**src/rtl/bus_xcvr_pkg.sv**
```systemverilog
package bus_xcvr_pkg;
  localparam int unsigned DIR_N = 2;
  localparam int unsigned DIR_AB = 0;
  localparam int unsigned DIR_BA = 1;

  typedef enum logic [1:0] {
    MODE_HOLD    = 2'd0,
    MODE_PASS    = 2'd1,
    MODE_CAPTURE = 2'd2
  } xcvr_mode_e;
endpackage

```
**src/rtl/xcvr_edge_det.sv**
```systemverilog
module xcvr_edge_det (
  input  logic clk_i,
  input  logic rst_ni,
  input  logic smp_i,
  output logic rise_o
);
  logic smp_q;

  // preset high: a level held across reset release is not an edge
  always_ff @(posedge clk_i or negedge rst_ni) begin
    if (!rst_ni) smp_q <= 1'b1;
    else         smp_q <= smp_i;
  end

  assign rise_o = smp_i & ~smp_q;
endmodule

```
**src/rtl/xcvr_store.sv**
```systemverilog
module xcvr_store
  import bus_xcvr_pkg::*;
#(
  parameter int unsigned DATA_W = 18
) (
  input  logic              clk_i,
  input  logic              rst_ni,
  input  logic              le_i,
  input  logic              rise_i,
  input  logic [DATA_W-1:0] din_i,
  output logic [DATA_W-1:0] q_o,
  output xcvr_mode_e        mode_o
);
  logic [DATA_W-1:0] q_r;

  always_comb begin
    if (le_i)        mode_o = MODE_PASS;
    else if (rise_i) mode_o = MODE_CAPTURE;
    else             mode_o = MODE_HOLD;
  end

  always_ff @(posedge clk_i or negedge rst_ni) begin
    if (!rst_ni) q_r <= '0;
    else if (mode_o != MODE_HOLD) q_r <= din_i;
  end

  assign q_o = q_r;


  hold_stable_chk: assert property (@(posedge clk_i) disable iff (!rst_ni)
    (!le_i && !rise_i) |=> $stable(q_o));

  capture_load_chk: assert property (@(posedge clk_i) disable iff (!rst_ni)
    (!le_i && rise_i) |=> (q_o == $past(din_i)));

  pass_track_chk: assert property (@(posedge clk_i) disable iff (!rst_ni)
    le_i |=> (q_o == $past(din_i)));
endmodule

```
**src/rtl/xcvr_out_gate.sv**
```systemverilog
module xcvr_out_gate
  import bus_xcvr_pkg::*;
#(
  parameter int unsigned DATA_W = 18
) (
  input  logic              clk_i,
  input  logic              rst_ni,
  input  logic              oe_i,
  input  logic              le_i,
  input  logic [DATA_W-1:0] din_i,
  input  logic [DATA_W-1:0] q_i,
  output logic [DATA_W-1:0] dout_o,
  output logic              oe_o
);
  logic en;
  assign en     = oe_i & rst_ni;
  assign oe_o   = en;
  assign dout_o = !en ? '0 : (le_i ? din_i : q_i);


  oe_off_chk: assert property (@(posedge clk_i) disable iff (!rst_ni)
    !oe_i |-> (dout_o == '0 && !oe_o));
endmodule

```
**src/rtl/bus_xcvr_reg.sv**
```systemverilog
module bus_xcvr_reg
  import bus_xcvr_pkg::*;
#(
  parameter int unsigned DATA_W = 18
) (
  input  logic              clk_i,
  input  logic              rst_ni,
  input  logic [DATA_W-1:0] a_i,
  input  logic [DATA_W-1:0] b_i,
  input  logic              ab_le_i,
  input  logic              ab_clk_i,
  input  logic              ab_oe_i,
  input  logic              ba_le_i,
  input  logic              ba_clk_i,
  input  logic              ba_oe_i,
  output logic [DATA_W-1:0] a_o,
  output logic              a_oe_o,
  output logic [DATA_W-1:0] b_o,
  output logic              b_oe_o
);
  logic [DATA_W-1:0] din  [DIR_N];
  logic [DATA_W-1:0] dout [DIR_N];
  logic [DATA_W-1:0] q    [DIR_N];
  logic [DIR_N-1:0]  le, cap, oe, oe_flag, rise;
  xcvr_mode_e        mode [DIR_N];

  assign din[DIR_AB] = a_i;
  assign din[DIR_BA] = b_i;
  assign le  = {ba_le_i,  ab_le_i};
  assign cap = {ba_clk_i, ab_clk_i};
  assign oe  = {ba_oe_i,  ab_oe_i};

  for (genvar d = 0; d < DIR_N; d++) begin : g_dir
    xcvr_edge_det u_edge (
      .clk_i (clk_i),
      .rst_ni(rst_ni),
      .smp_i (cap[d]),
      .rise_o(rise[d])
    );
    xcvr_store #(.DATA_W(DATA_W)) u_store (
      .clk_i (clk_i),
      .rst_ni(rst_ni),
      .le_i  (le[d]),
      .rise_i(rise[d]),
      .din_i (din[d]),
      .q_o   (q[d]),
      .mode_o(mode[d])
    );
    xcvr_out_gate #(.DATA_W(DATA_W)) u_gate (
      .clk_i (clk_i),
      .rst_ni(rst_ni),
      .oe_i  (oe[d]),
      .le_i  (le[d]),
      .din_i (din[d]),
      .q_i   (q[d]),
      .dout_o(dout[d]),
      .oe_o  (oe_flag[d])
    );
  end

  assign b_o    = dout[DIR_AB];
  assign b_oe_o = oe_flag[DIR_AB];
  assign a_o    = dout[DIR_BA];
  assign a_oe_o = oe_flag[DIR_BA];


  ab_isolated_chk: assert property (@(posedge clk_i) disable iff (!rst_ni)
    (mode[DIR_AB] == MODE_HOLD) |=> $stable(q[DIR_AB]));

  ba_isolated_chk: assert property (@(posedge clk_i) disable iff (!rst_ni)
    (mode[DIR_BA] == MODE_HOLD) |=> $stable(q[DIR_BA]));
endmodule

```
**config.mk**
```make
export PLATFORM = sky130hd
export DESIGN_NAME = bus_xcvr_reg
export DESIGN_NICKNAME = d
export VERILOG_FILES = /design/src/rtl/bus_xcvr_pkg.sv /design/src/rtl/xcvr_edge_det.sv /design/src/rtl/xcvr_store.sv /design/src/rtl/xcvr_out_gate.sv /design/src/rtl/bus_xcvr_reg.sv
export SDC_FILE = /design/constraint.sdc
export NUM_CORES = 1
export LEC_CHECK = 0
export ABC_AREA = 1
export BUFFER_PORTS_ARGS = -buffer_cell sky130_fd_sc_hd__buf_2
export CAP_MARGIN = 5
export CORE_MARGIN = 4
export CORE_UTILIZATION = 49
export CTS_CLUSTER_SIZE = 16
export DETAILED_ROUTE_END_ITERATION = 10
export PLACE_DENSITY = 0.8
export RECOVER_POWER = 50
export SYNTH_ARGS = -nofsm -noshare
export SYNTH_HDL_FRONTEND = slang
export SYNTH_SLANG_ARGS = --single-unit
```
**constraint.sdc**
```tcl
create_clock -name clk_i -period 1.25 [get_ports clk_i]
set_clock_uncertainty 0.1 [all_clocks]
set_input_delay 0.25 -clock clk_i [delete_from_list [all_inputs] [get_ports clk_i]]
set_output_delay 0.25 -clock clk_i [all_outputs]
set_load 0.02 [all_outputs]
```
After elaboration in Yosys (flattened, before gate mapping)
Cells that the tools add are included.
{"block": "word_totals", "reg_bits": 38, "latchBits": 0, "mem_bits_rw": 0, "mem_bits_ro": 0, "input_bits": 44, "word_cells": 20, "n_memories": 0}
{"block": "classes", "n_addsub": 0, "mul": 0, "div": 0, "magnitude_cmp": 0, "n_eq_ne": 0, "shifts": 0, "n_mux": 8, "bitwise": 6, "n_reduce_logical": 2}
{"cell": "18-bit 2-to-1 mux", "n": 4}
{"cell": "2-bit 2-to-1 mux", "n": 4}
{"cell": "1-bit AND", "n": 4}
{"cell": "2-bit nonzero test", "n": 2}
{"cell": "1-bit inverter", "n": 2}

Longest topological paths before layout
{"block": "logic_depth", "ltp_word": 5, "mapped_depth": 6, "ltp_nobuf": 5}

By module
Synthesis repeated with hierarchy kept, for this count alone.
{"block": "hier_totals", "cells_unflattened": 362, "hier_area_um2": 2504.9}
{"mod": "xcvr_store", "instances": 2, "cells_each": 81, "area_per_inst_um2": 748.2, "seq_area_each_um2": 450.4}
{"mod": "xcvr_out_gate", "instances": 2, "cells_each": 97, "area_per_inst_um2": 467.9, "seq_area_each_um2": 0.0}
{"mod": "xcvr_edge_det", "instances": 2, "cells_each": 3, "area_per_inst_um2": 36.3, "seq_area_each_um2": 26.3}

Worst setup path after synthesis
No wires, ideal clock.
{"block": "synth_timing", "path_kind": "input-to-output", "from": "input port ba_le_i", "to": "output port a_o[11]", "arrival_ns": 0.968, "required_ns": 0.900, "setup_slack_ns": -0.068, "path_stages": 5, "path_cell_list": "buf_6 inv_12 buf_6 nand2_2 a21oi_1"}
{"block": "synth_between", "elab_chain_cells": 2}
{"element": "start: declaration", "line_no": "bus_xcvr_reg.sv:13", "rtl": "input logic ba_le_i,"}
{"element": "18-bit 2-to-1 mux (2 in series)", "line_no": "xcvr_out_gate.sv:18", "rtl": "assign dout_o = !en ? '0 : (le_i ? din_i : q_i);"}
{"element": "end: declaration", "line_no": "bus_xcvr_reg.sv:16", "rtl": "output logic [DATA_W-1:0] a_o,"}
Every way passes these cells.

Final worst setup path
{"block": "layout_timing", "from": "register g_dir[0].u_store.q_r[8]", "to": "output port b_o[8]"}
{"block": "layout_between", "elab_chain_cells": 2}
{"element": "start: declaration", "line_no": "xcvr_store.sv:14", "rtl": "logic [DATA_W-1:0] q_r;"}
{"element": "start signal: assignment", "line_no": "xcvr_store.sv:24", "rtl": "else if (mode_o != MODE_HOLD) q_r <= din_i;"}
{"element": "18-bit 2-to-1 mux (2 in series)", "line_no": "xcvr_out_gate.sv:18"}
{"element": "end: declaration", "line_no": "bus_xcvr_reg.sv:18", "rtl": "output logic [DATA_W-1:0] b_o,"}
Every way passes these cells.

==> key figures <==
Global routing
  • Gr usage total: 0.217
  • Vias in the first global route: 2121
  • Initial antenna violation count: 0
  • Grt ovf: 0
  • Largest net degree at the start of global routing: 39
  • First-pass GRT wire length: roughly 9500 um

Floorplanning
  • Die area: between 0.005 and 0.006 mm^2
  • Die W: approximately 74 um
  • I/O pin count: around 80
  • Core ar.: a little over 0.004 mm^2
  • Die height: 74.5 um
  • Initial Util: 0.523
  • Row cnt: 23

Worst setup path
  • Arr. time, crit path: 1.02 ns
  • Cell breakdown of the critical path: nand2_2 -> a21oi_2 -> buf_4
  • Reg-to-reg setup timing slack: 0.04 ns
  • Reg2Reg Launch Point: g_dir[0].u_edge.smp_q$_DFF_PN1_
  • Setup crit start kind: register
  • WS Path Type: register to output port
  • CP peak stage delay: 0.37 ns
  • Cells on worst reg2reg path: 5
  • Reg2Reg Capture Point: g_dir[0].u_store.q_o[9]$_DFFE_PN0P_
  • Worst EP required: roughly 0.9 ns
  • Worst path slowest cell: dfrtp_1
  • Crit-path max FO: 2
  • CP Capture Type: output port

Run
  • Max Cap Violations: 0

CTS
  • Htree depth: 2
  • Max Buffers Root-to-Sink: 2
  • TritonCTS buffer count: 5
  • Clock latency on the worst-skew pair: around 0.28 ns
  • CTS tree: done
  • Sink Count: 38
  • Root Buffer: clkbuf_8
  • Clock transition at the registers of the reported paths: roughly 0.07 ns

Routing
  • Via count: roughly 2400
  • DRC: 0
  • Drt total wl: between 6000 and 7000 um
  • Routed Antenna Nets: 0
  • Detailed Route Iter0 Violations: 213
  • DR vias/cell: between 5 and 6
  • First-pass DRT Iterations: 5
  • Wirelength per Cell: 14.8 um

Power and ir drop
  • Leakage: around 1.7 nW
  • Power per cell area: a little under 1000 mW/mm^2
  • Peak supply drop: between 0.6 and 0.7 mV

Timing
  • Worst slew margin: 0.377
  • WHS: 0.0776 ns
  • Fin. max-slew vios: 0
  • Period utilisation layout: 1.09
  • Min Tclk post-route: 1.37 ns
  • RSZ-0062 raised after global routing: true
  • Final Hold Fails: 0
  • Setup ws final: -0.116 ns
  • Final Setup Violations: 36
  • Highest Clock Rate: 732 MHz
  • Slew @ Worst Pin: ~0.93 ns

Yosys
  • Synth top area cells: dfrtp_1, nand2_1, nand3_1
  • Largest area contributor in the netlist: dfrtp_1
  • Ys async rst share: 1.00
  • Post-Synthesis Net Count: between 300 and 400
  • Synth Flop Type: dfrtp_1
  • Most common cell in the netlist: nand2_1
  • Seq cells post-synth: 38
  • Post-synthesis cell count: 282
  • Synth top area share: 0.416
  • Post-Syn Area per Cell: just under 8 um^2
  • YS warnings: 0
  • Number of synthesized flops with an enable pin: 0
  • Mapped cell area: about 0.0022 mm^2
  • Synth cell count leaders: nand2_1, dfrtp_1, nand3_1
  • Yosys cell types: 14
  • Seq/Total Area, Yosys: 0.440

Cells and area
  • Area Growth Syn to Fin: 47.7%
  • Nets@finish: approximately 440
  • ANT cells: 0
  • Share of cells above drive strength 1: 0.435

Placement
  • IO Port Bufs: between 80 and 90
  • Dpl hpwl: 3870 um
  • Pre-CTS worst setup slack: -0.188 ns
  • RePlAce Congestion: roughly 0.76

Outcome
  • Status: finished with violations
  • Failing checks: negative setup slack

Worst hold path
  • Hold endpoint: g_dir[0].u_store.q_o[3]$_DFFE_PN0P_
  • Hold Path Class: primary input to register
  • HP Start: a_i[3]
  • Worst Hold Path Cells: 3
==> state kept, by name (all words and copies together), names as in the netlist <==
signal / count
g_dir.u_store.q_o: 36
g_dir.u_edge.smp_q: 2
==> final cells by class <==
cell class | instances | area [um^2]
Multi-Input combinational cell | 224 | 1130
Sequential cell | 38 | 953
Fill cell | 283 | 946
Timing Repair Buffer | 116 | 897
Clock buffer | 7 | 76.3
Tap cell | 50 | 62.6
Inverter | 6 | 51.3
Timing Repair inverter | 2 | 22.5
==> logic make-up (layout without fill, tap and decap cells) <==
kind of cell / count (synthesis) / in the layout / share of synthesized area
buffers and inverters: 22 / 131 / 0.101
AND/OR/NAND/NOR: 186 / 188 / 0.371
flip-flops: 38 / 38 / 0.440
AO/OA/AOI/OAI: 36 / 36 / 0.0884
==> worst max-delay path, delay by kind of cell (launching register included) <==
| kind | cells | cell delay (ns) |
|---|---|---|
| flip-flops | 1 | 0.37 |
| AND/OR/NAND/NOR | 1 | 0.06 |
| AO/OA/AOI/OAI | 1 | 0.15 |
| buffers and inverters | 1 | 0.16 |
==> worst max path at each step <==
stage | from | end | slack, ns | depth (start not counted)
detailed placement | ba_le_i | a_o[7] | -0.19 | 4
global route | g_dir[0].u_store.q_o[13]$_DFFE_PN0P_ | b_o[13] | -0.16 | 3
global placement | ba_le_i | a_o[7] | -0.18 | 4
finish | g_dir[0].u_store.q_o[8]$_DFFE_PN0P_ | b_o[8] | -0.12 | 3
CTS | g_dir[0].u_store.q_o[13]$_DFFE_PN0P_ | b_o[13] | -0.10 | 3
floorplan | ba_le_i | a_o[12] | 0.01 | 5
==> power by group <==
group | internal [W] | switching (W) | leakage [nW] | total (W)
registers | 0.00135 | 0.0000680 | 0.455 | 0.00142
logic | 0.000389 | 0.000494 | 1.19 | 0.000883
clock network | 0.000384 | 0.000399 | 0.0383 | 0.000783
total | 0.00212 | 0.000961 | 1.69 | 0.00308
==> per-layer routing <==
layer | part of all wire | GRT usage | wire [um]
met1 | 0.40 | 0.295 | 2620
met2 | 0.50 | 0.353 | 3310
met3 | 0.080 | 0.0446 | 527
met4 | 0.017 | 0.0573 | 114
met5 | 0 | 0 | 0
==> placed cells by master (no fill, tap or decap), types with 7 or more instances in the layout <==
cell     count
buf_6       13
buf_4       52
nand2_1    138
buf_2       42
dfrtp_1     36
nand3_1     36
a21oi_2     31
nand2_2      7
==> per-stage QoR <==
step | setup TNS, ns | cell area (um^2) | total power, W | instances | utilization
2_1_floorplan | 0 | 2240 | 0.00188 | 282 | -
3_3_place_gp | -6.55 | 2690 | 0.00210 | 411 | 0.648
3_5_place_dp | -7.52 | 2690 | 0.00212 | 411 | 0.648
4_1_cts | -2.44 | 2980 | 0.00297 | 427 | 0.718
5_1_grt | -4.25 | 3200 | 0.00323 | 443 | 0.772
6_report | -2.63 | 3200 | 0.00308 | 443 | 0.772
==> what timing repair did <==
item,CTS,global route
resized for setup,43,26
endpoints found under the hold margin,2,0
buffers inserted,4,12
endpoints found under the setup margin,36,47
pin swaps,9,11
cloned,3,4
hold buffers,2,0
No activity file was read; power rests on OpenSTA's default activity.
